$ cat src/rtl/gpio_pkg.sv
package gpio_pkg;
    localparam int ADDR_W = 3;

    typedef enum logic [ADDR_W-1:0] {
        ADDR_DIR   = 3'd0,
        ADDR_VAL   = 3'd1,
        ADDR_DETEN = 3'd2,
        ADDR_CAUSE = 3'd3,
        ADDR_LEVEL = 3'd4
    } gpio_addr_e;
endpackage

$ cat src/rtl/gpio_sync.sv
module gpio_sync #(
    parameter int W      = 8,
    parameter int STAGES = 2
) (
    input  logic         clk,
    input  logic         rst_n,
    input  logic [W-1:0] din,
    output logic [W-1:0] dout
);
    logic [STAGES-1:0][W-1:0] chain_d, chain_q;

    always_comb begin
        chain_d[0] = din;
        for (int s = 1; s < STAGES; s++) begin
            chain_d[s] = chain_q[s-1];
        end
    end

    always_ff @(posedge clk or negedge rst_n) begin
        if (!rst_n) chain_q <= '0;
        else        chain_q <= chain_d;
    end

    assign dout = chain_q[STAGES-1];
endmodule

$ cat src/rtl/gpio_edge_detect.sv
module gpio_edge_detect #(
    parameter int W           = 4,
    parameter int SYNC_STAGES = 2
) (
    input  logic         clk,
    input  logic         rst_n,
    input  logic         tick,
    input  logic [W-1:0] level,
    input  logic [W-1:0] enable,
    input  logic [W-1:0] is_input,
    output logic [W-1:0] edge_o
);
    localparam int CW = $clog2(SYNC_STAGES + 1);

    typedef struct packed {
        logic [W-1:0]  prev;
        logic          primed;
        logic [CW-1:0] settle;
    } det_state_t;

    det_state_t st_d, st_q;
    logic       settled;

    always_comb begin
        st_d    = st_q;
        settled = (st_q.settle == CW'(SYNC_STAGES));
        if (!settled) st_d.settle = st_q.settle + 1'b1;
        if (tick && settled) begin
            st_d.prev   = level;
            st_d.primed = 1'b1;
        end
        edge_o = {W{tick & st_q.primed}} & level & ~st_q.prev & enable & is_input;
    end

    always_ff @(posedge clk or negedge rst_n) begin
        if (!rst_n) st_q <= '0;
        else        st_q <= st_d;
    end


    primed_after_settle_chk: assert property (@(posedge clk) disable iff (!rst_n)
        $rose(st_q.primed) |-> $past(tick));
endmodule

$ cat src/rtl/gpio_cause.sv
module gpio_cause #(
    parameter int W = 4
) (
    input  logic         clk,
    input  logic         rst_n,
    input  logic [W-1:0] set_i,
    input  logic [W-1:0] clr_i,
    output logic [W-1:0] cause_o
);
    logic [W-1:0] cause_d, cause_q;

    always_comb begin
        cause_d = (cause_q & ~clr_i) | set_i;
    end

    always_ff @(posedge clk or negedge rst_n) begin
        if (!rst_n) cause_q <= '0;
        else        cause_q <= cause_d;
    end

    assign cause_o = cause_q;

    for (genvar i = 0; i < W; i++) begin : g_chk

        sticky_clear_chk: assert property (@(posedge clk) disable iff (!rst_n)
            $fell(cause_q[i]) |-> $past(clr_i[i]));

        set_beats_clear_chk: assert property (@(posedge clk) disable iff (!rst_n)
            set_i[i] |=> cause_q[i]);
    end
endmodule

$ cat src/rtl/gpio_pad_drive.sv
module gpio_pad_drive #(
    parameter int N        = 8,
    parameter int OD_FIRST = 6
) (
    input  logic         clk,
    input  logic         rst_n,
    input  logic         loaded,
    input  logic [N-1:0] dir,
    input  logic [N-1:0] val,
    output logic [N-1:0] pad_out,
    output logic [N-1:0] pad_oe
);
    for (genvar i = 0; i < N; i++) begin : g_pin
        if (i >= OD_FIRST) begin : g_od
            assign pad_out[i] = 1'b0;
            assign pad_oe[i]  = loaded & dir[i] & ~val[i];

            od_never_high_chk: assert property (@(posedge clk) disable iff (!rst_n)
                !(pad_oe[i] && pad_out[i]));
        end else begin : g_tri
            assign pad_out[i] = val[i];
            assign pad_oe[i]  = loaded & dir[i];
        end
    end
endmodule

$ cat src/rtl/gpio_bank.sv
module gpio_bank #(
    parameter int NUM_PINS    = 8,
    parameter int OD_FIRST    = 6,
    parameter int IRQ_PINS    = 4,
    parameter int SYNC_STAGES = 2
) (
    input  logic                        clk,
    input  logic                        rst_n,
    input  logic                        cfg_load,
    input  logic [NUM_PINS-1:0]         cfg_have,
    input  logic [NUM_PINS-1:0]         cfg_dir,
    input  logic [NUM_PINS-1:0]         cfg_val,
    input  logic                        reg_we,
    input  logic [gpio_pkg::ADDR_W-1:0] reg_addr,
    input  logic [NUM_PINS-1:0]         reg_wdata,
    output logic [NUM_PINS-1:0]         reg_rdata,
    input  logic                        sample_tick,
    input  logic [NUM_PINS-1:0]         pad_in,
    output logic [NUM_PINS-1:0]         pad_out,
    output logic [NUM_PINS-1:0]         pad_oe,
    output logic                        irq
);
    import gpio_pkg::*;

    localparam int PAD_W = NUM_PINS - IRQ_PINS;

    typedef struct packed {
        logic                loaded;
        logic [NUM_PINS-1:0] dir;
        logic [NUM_PINS-1:0] val;
        logic [IRQ_PINS-1:0] deten;
    } bank_state_t;

    bank_state_t         st_d, st_q;
    logic [NUM_PINS-1:0] level_sync;
    logic [NUM_PINS-1:0] eff_dir;
    logic [NUM_PINS-1:0] pin_view;
    logic [IRQ_PINS-1:0] edge_hit;
    logic [IRQ_PINS-1:0] cause_clr;
    logic [IRQ_PINS-1:0] cause;

    always_comb begin
        st_d      = st_q;
        cause_clr = '0;
        if (cfg_load) begin
            st_d.loaded = 1'b1;
            st_d.dir    = cfg_dir | ~cfg_have;
            st_d.val    = cfg_val & cfg_have;
        end else if (reg_we) begin
            case (reg_addr)
                ADDR_DIR:   if (st_q.loaded) st_d.dir = reg_wdata;
                ADDR_VAL:   if (st_q.loaded) st_d.val = reg_wdata;
                ADDR_DETEN: st_d.deten = reg_wdata[IRQ_PINS-1:0];
                default:    ;
            endcase
        end
        if (reg_we && reg_addr == ADDR_CAUSE) cause_clr = reg_wdata[IRQ_PINS-1:0];
    end

    always_ff @(posedge clk or negedge rst_n) begin
        if (!rst_n) st_q <= '0;
        else        st_q <= st_d;
    end

    gpio_sync #(.W(NUM_PINS), .STAGES(SYNC_STAGES)) u_sync (
        .clk  (clk),
        .rst_n(rst_n),
        .din  (pad_in),
        .dout (level_sync)
    );

    assign eff_dir  = st_q.dir & {NUM_PINS{st_q.loaded}};
    assign pin_view = (eff_dir & st_q.val) | (~eff_dir & level_sync);

    gpio_edge_detect #(.W(IRQ_PINS), .SYNC_STAGES(SYNC_STAGES)) u_edge (
        .clk     (clk),
        .rst_n   (rst_n),
        .tick    (sample_tick),
        .level   (level_sync[IRQ_PINS-1:0]),
        .enable  (st_q.deten),
        .is_input(~eff_dir[IRQ_PINS-1:0]),
        .edge_o  (edge_hit)
    );

    gpio_cause #(.W(IRQ_PINS)) u_cause (
        .clk    (clk),
        .rst_n  (rst_n),
        .set_i  (edge_hit),
        .clr_i  (cause_clr),
        .cause_o(cause)
    );

    gpio_pad_drive #(.N(NUM_PINS), .OD_FIRST(OD_FIRST)) u_pads (
        .clk    (clk),
        .rst_n  (rst_n),
        .loaded (st_q.loaded),
        .dir    (st_q.dir),
        .val    (st_q.val),
        .pad_out(pad_out),
        .pad_oe (pad_oe)
    );

    assign irq = |cause;

    always_comb begin
        case (reg_addr)
            ADDR_DIR:   reg_rdata = st_q.dir;
            ADDR_VAL:   reg_rdata = st_q.val;
            ADDR_DETEN: reg_rdata = {{PAD_W{1'b0}}, st_q.deten};
            ADDR_CAUSE: reg_rdata = {{PAD_W{1'b0}}, cause};
            ADDR_LEVEL: reg_rdata = pin_view;
            default:    reg_rdata = '0;
        endcase
    end


    quiet_before_load_chk: assert property (@(posedge clk) disable iff (!rst_n)
        !st_q.loaded |-> (pad_oe == '0));

    frozen_before_load_chk: assert property (@(posedge clk) disable iff (!rst_n)
        (!st_q.loaded && !cfg_load) |=> ($stable(st_q.dir) && $stable(st_q.val)));

    irq_after_tick_chk: assert property (@(posedge clk) disable iff (!rst_n)
        $rose(irq) |-> $past(sample_tick));
endmodule

$ cat config.mk
export PLATFORM = sky130hd
export DESIGN_NAME = gpio_bank
export DESIGN_NICKNAME = d
export VERILOG_FILES = /design/src/rtl/gpio_pkg.sv /design/src/rtl/gpio_sync.sv /design/src/rtl/gpio_edge_detect.sv /design/src/rtl/gpio_cause.sv /design/src/rtl/gpio_pad_drive.sv /design/src/rtl/gpio_bank.sv
export SDC_FILE = /design/constraint.sdc
export NUM_CORES = 1
export LEC_CHECK = 0
export BUFFER_PORTS_ARGS = -buffer_cell sky130_fd_sc_hd__buf_2
export CELL_PAD_IN_SITES_DETAIL_PLACEMENT = 0
export CELL_PAD_IN_SITES_GLOBAL_PLACEMENT = 1
export CORE_UTILIZATION = 39
export DETAILED_ROUTE_END_ITERATION = 16
export PLACE_DENSITY = 0.82
export SLEW_MARGIN = 10
export SYNTH_ARGS = -nofsm -noshare
export SYNTH_HDL_FRONTEND = slang
export SYNTH_SLANG_ARGS = --single-unit
$ cat constraint.sdc
create_clock -name clk -period 1.85 [get_ports clk]
set_clock_uncertainty 0.2 [all_clocks]
set_input_delay 0.37 -clock clk [delete_from_list [all_inputs] [get_ports clk]]
set_output_delay 0.37 -clock clk [all_outputs]
set_load 0.01 [all_outputs]
# --- Word-level counts from Yosys, hierarchy flattened ---
# Cells that the tools add are included.
totals:
  register_bits: 48
  input_bits: 48
  word_cells: 66
op_classes:
  addsub: 1
  n_eq_ne: 5
  muxes: 8
  bitwise: 31
  n_reduce_logical: 11
op_table:
  columns: ["cell", "count"]
  rows:
  - ["case mux 8 bit (5 select lines)", 1]
  - ["bitwise AND 8 bit", 4]
  - ["two-way mux 8 bit", 3]
  - ["bitwise AND 4 bit", 5]
  - ["two-way mux 20 bit", 1]
  - ["two-way mux 16 bit", 1]
  - ["inverter 8 bit", 2]
  - ["OR 8 bit", 2]
  - ["inverter 4 bit", 3]
  - ["bitwise AND 1 bit", 11]
  - ["AND reduction 3 bit", 3]
  - ["two-way mux 4 bit", 2]
  - ["nonzero test 2 bit", 4]
  - ["equality test 3 x 2 -> 1 bit, second input constant", 2]
  - ["OR 4 bit", 1]
  - ["OR reduction 4 bit", 1]
  - ["equality test 3 x 1 -> 1 bit, second input constant", 1]
  - ["equality test 3 bit, second input constant", 1]
  - ["logical NOT 3 bit", 1]
  - ["inverter 1 bit", 3]
  - ["adder 2 x 1 -> 2 bit, second input constant", 1]
  - ["equality test 2 bit, second input constant", 1]
  - ["logical AND 1 bit", 2]

# --- Longest topological paths before layout ---
logic_depth:
  word_depth: 6
  mapped_depth: 5

# --- Cells and area by module ---
# Synthesis repeated with hierarchy kept, for this count alone.
hier_totals:
  cells_unflattened: 247
  hier_area_um2: 2499.9
by_module_without_submodules:
  columns: ["module", "instances", "cells_per_inst", "area_per_inst_um2", "seq_area_each_um2"]
  rows:
  - ["gpio_bank", 1, 175, 1486.4, 525.5]
  - ["gpio_sync", 1, 16, 400.4, 400.4]
  - ["gpio_edge_detect", 1, 27, 341.6, 175.2]
  - ["gpio_cause", 1, 12, 145.1, 100.1]
  - ["gpio_pad_drive", 1, 17, 126.4, 0.0]

# --- Worst setup path after synthesis ---
# Ideal clock, no wire load.
synth_timing:
  path_kind: "input to output"
  from: "input port reg_addr[2] (netlist bit)"
  to: "output port reg_rdata[6]"
  arrival_ns: 1.305
  required_ns: 1.280
  setup_slack_ns: -0.025
  stages: 4
  path_buffers: 2
  path_cell_list: "buf_2 clkbuf_1 a31oi_1 a221oi_1"
synth_via:
  elab_chain_len: 2
  word_cells_on_any_way: 6
synth_lines:
  columns: ["element", "line_no", "source"]
  rows:
  - ["from (decl)", "gpio_bank.sv:14", "input logic [gpio_pkg::ADDR_W-1:0] reg_addr,"]
  - ["equality test 3 bit (tied with other cells)", "gpio_bank.sv:106", "case (reg_addr)"]
  - ["case mux 8 bit (5 select lines) *", "gpio_bank.sv:106", null]
  - ["to (decl)", "gpio_bank.sv:16", "output logic [NUM_PINS-1:0] reg_rdata,"]
# Mark *: on every way between the ends. The rest lies on a longest branch, timed or not.

# --- Worst setup path after layout ---
layout_timing:
  from: "register st_q[20] (netlist bit)"
  to: "output port reg_rdata[4]"
layout_via:
  elab_chain_len: 5
  word_cells_on_any_way: 6
layout_lines:
  columns: ["element", "line_no", "source"]
  rows:
  - ["from (decl)", "gpio_bank.sv:34", "bank_state_t st_d, st_q;"]
  - ["from (signal assigned)", "gpio_bank.sv:62", "else st_q <= st_d;"]
  - ["bitwise AND 8 bit *", "gpio_bank.sv:72", "assign eff_dir = st_q.dir & {NUM_PINS{st_q.loaded}};"]
  - ["inverter 8 bit", "gpio_bank.sv:73", "assign pin_view = (eff_dir & st_q.val) | (~eff_dir & level_sync);"]
  - ["bitwise AND 8 bit", "gpio_bank.sv:73", null]
  - ["OR 8 bit *", "gpio_bank.sv:73", null]
  - ["case mux 8 bit (5 select lines) *", "gpio_bank.sv:106", null]
# Marked as above.

==> results.cfg <==
[yosys]
syn-cell-area_mm2 = 0.00248
yosys-top-cells-area = dfrtp_1 (49%), mux2_2 (5.0%), mux2i_1 (4.4%)
syn_area_per_cell_um2 = 10.6
yosysMostFrequentCell = dfrtp_1
synth-main-ff-cell = dfrtp_1
ys_seq_elements = 48
ys_seq_area_frac = 0.485
synthDominantCellAreaShare = 0.485
ys_async_sr_fraction = 1.00
syn_inst = 234
yosysUniqueCellTypes = 42
synth_edf_count = 0
synthTopCellsByCount = dfrtp_1 (48), nand2_1 (21), inv_1 (12)
yosysTopAreaCell = dfrtp_1
yosys_warnings = 0

[pwr]
internal-power_mw = 1.94
p_sw_mw = 0.775
power.total_mw = 2.71
seqPwrFrac = 0.462
swShare = 0.286
p_leak_nw = 1.63
pwr-share-clk = 0.288
max-vdd-ir-drop_uv = 441
combPwrFrac = 0.249
power_density_mw_per_mm2 = 776

[setup_path]
cp_max_fo = 6
rr_endpoint = st_q[17]
setup.worst_path.end_class = primary output
r2r_slack_ns = 0.09
r2r-start = st_q[20]
critPathRequiredTime_ns = 1.28
cp-startpoint = st_q[20]
critPathKind = reg2out
crit_arrival_ns = 1.52
cp-endpoint = reg_rdata[4]
ff2ff_path_depth = 6
cp-start-kind = flop

[run]
drv_cap = 0

[layout]
layout.nets = 387
regArea_mm2 = 0.00120
fin_area_mm2 = 0.00349
fill_cells = 532
area_growth_pct = 41.1
antenna_cells = 0
drive_gt1_frac = 0.457
multi_input_area_mm2 = 0.00121

[global_routing]
antenna_found_initial = 0
first_global_vias = 2192
grt_overflow = 0
grt_max_degree = 30
grt_usage = 0.215
grt_first_pass_wirelength_um = 10600

[timing]
slew_viol_final = 0
min_period_ns = 2.09
finalHoldViolCount = 0
finalCritPeriodShare = 1.13
fin_ws_ns = -0.236
max_freq_mhz = 479
rsz0062_at_grt = true
setup_viol = 11

[clock_tree]
clock_latency_ns = 0.31
cts_sinks = 48
htree_levels = 2
clockRootBuffer = clkbuf_8
numCtsBuffers = 5
clock_path_buffers = 2
clk_pin_slew_ns = 0.09
tritoncts = built

[outcome]
violations = negative setup slack
outcome = finished with violations

[placement]
gp_congestion = 0.856
placed_cell_area_mm2 = 0.00305
dp_hpwl_um = 4890
portBuffers = 70

[die]
die_x_um = 81.7
die_y_um = 81.7
ios = 73
core_area_mm2 = 0.00603
initial_core_util = 0.411
fp.dieArea_mm2 = 0.00667
num_rows = 28

[route]
drcViolationCount = 0
drtIter0Drc = 117
via_per_inst = 5.30
drt-total-wl_um = 6750
ant_nets = 0
num_vias = 2196
firstDrtPassIters = 4
routedWlPerCell_um = 16.3

[worst_hold_path]
hold_class = in2reg
state kept, by name, indices dropped and copies added (netlist names):
signal / cells
u_edge.st_q: 7
st_q: 21
u_sync.chain_d: 8
u_sync.dout: 8
u_cause.cause_o: 4
per-stage QoR:
stage	worst slack, ns	std cells	TNS, ns	hold slack [ns]	util
floorplan	-0.00676	235	-0.0135	-0.126	-
global placement	-0.00387	391	-0.00387	0.133	0.507
detailed placement	-0.0225	391	-0.0290	0.142	0.507
CTS	-0.226	412	-1.83	0.106	0.558
global route	-0.309	414	-2.60	0.123	0.580
finish	-0.236	414	-1.93	0.104	0.580
cell type report:
cell class / count / area share
Sequential cell: 48 / 0.344
Tap cell: 75 / 0.0269
Inverter: 12 / 0.0129
Timing Repair Buffer: 118 / 0.236
Clock inverter: 3 / 0.0133
Clock buffer: 5 / 0.0197
Multi-Input combinational cell: 153 / 0.348
how the worst min path moves through the flow:
stage,startpoint,to,depth (start not counted)
CTS,cfg_val[0],st_q[4],3
global placement,u_sync.chain_d[11],u_sync.dout[3],0
finish,cfg_val[0],st_q[4],3
floorplan,rst_n,st_q[0],0
detailed placement,u_sync.chain_d[9],u_sync.dout[1],0
global route,cfg_val[0],st_q[4],3
layout by cell type (no fill, tap or decap), drive strengths merged, types with 2 or more instances in the layout:
cell | synthesis | layout
and4 | 3 | 3
clkbuf | 2 | 5
a32o | 5 | 5
nand3 | 9 | 9
dfrtp | 48 | 48
a31oi | 2 | 2
and2 | 5 | 5
conb | 1 | 2
a221oi | 2 | 2
buf | 20 | 109
inv | 12 | 13
o221ai | 3 | 3
nor3b | 4 | 4
nor2 | 5 | 5
o21ai | 10 | 10
dlygate4sd3 | 0 | 9
nand4 | 6 | 6
or2 | 2 | 2
nand2b | 11 | 11
mux2i | 11 | 11
o32ai | 2 | 2
nand4b | 4 | 4
a21o | 5 | 5
o211ai | 7 | 7
mux2 | 11 | 11
o41ai | 3 | 3
nand2 | 21 | 21
a221o | 3 | 3
nor2b | 7 | 7
worst max-delay path, stage by stage, from the launching register on:
cell and delay (ns):
dfrtp_1 0.43, buf_6 0.16, and2_4 0.15, mux2i_1 0.21, o32ai_1 0.11, buf_2 0.16
repair_timing:
| item | 4_1_cts | 5_1_grt |
|---|---|---|
| setup buffers | 6 | 5 |
| pin swaps | 12 | 5 |
| resized for setup | 20 | 23 |
| hold buffers | 9 | 0 |
| gates cloned | 0 | 0 |
| endpoints found under the setup margin | 14 | 15 |
| hold endpoints to repair | 27 | 0 |
power groups by stage:
stage / clock network [mW] / registers, mW / logic, mW
final: 0.782 / 1.25 / 0.676
after global routing: 0.841 / 1.27 / 0.730
after CTS: 0.804 / 1.24 / 0.612
after detailed placement: 0 / 1.26 / 0.541
after global placement: 0 / 1.26 / 0.526
after floorplan: 0 / 1.23 / 0.324
layer usage:
layer | vias up | global-route usage | routed length, µm
met5 | - | 0 | 0
met4 | 0 | 0.0772 | 95
met3 | 10 | 0.0389 | 303
met2 | 57 | 0.341 | 3330
met1 | 1083 | 0.294 | 3020
li1 | 1046 | - | -
logic make-up (layout without fill, tap and decap cells):
family | after synthesis | count (layout) | synth area share
AO/OA/AOI/OAI | 48 | 48 | 0.151
flip-flops | 48 | 48 | 0.485
adder cells (fa/ha/maj) | 1 | 1 | 0.00505
other | 1 | 2 | 0.00151
buffers and inverters | 34 | 138 | 0.0758
XOR/XNOR | 1 | 1 | 0.00354
AND/OR/NAND/NOR | 79 | 79 | 0.184
multiplexers | 22 | 22 | 0.0945
Power figures use the tool's default switching activity.
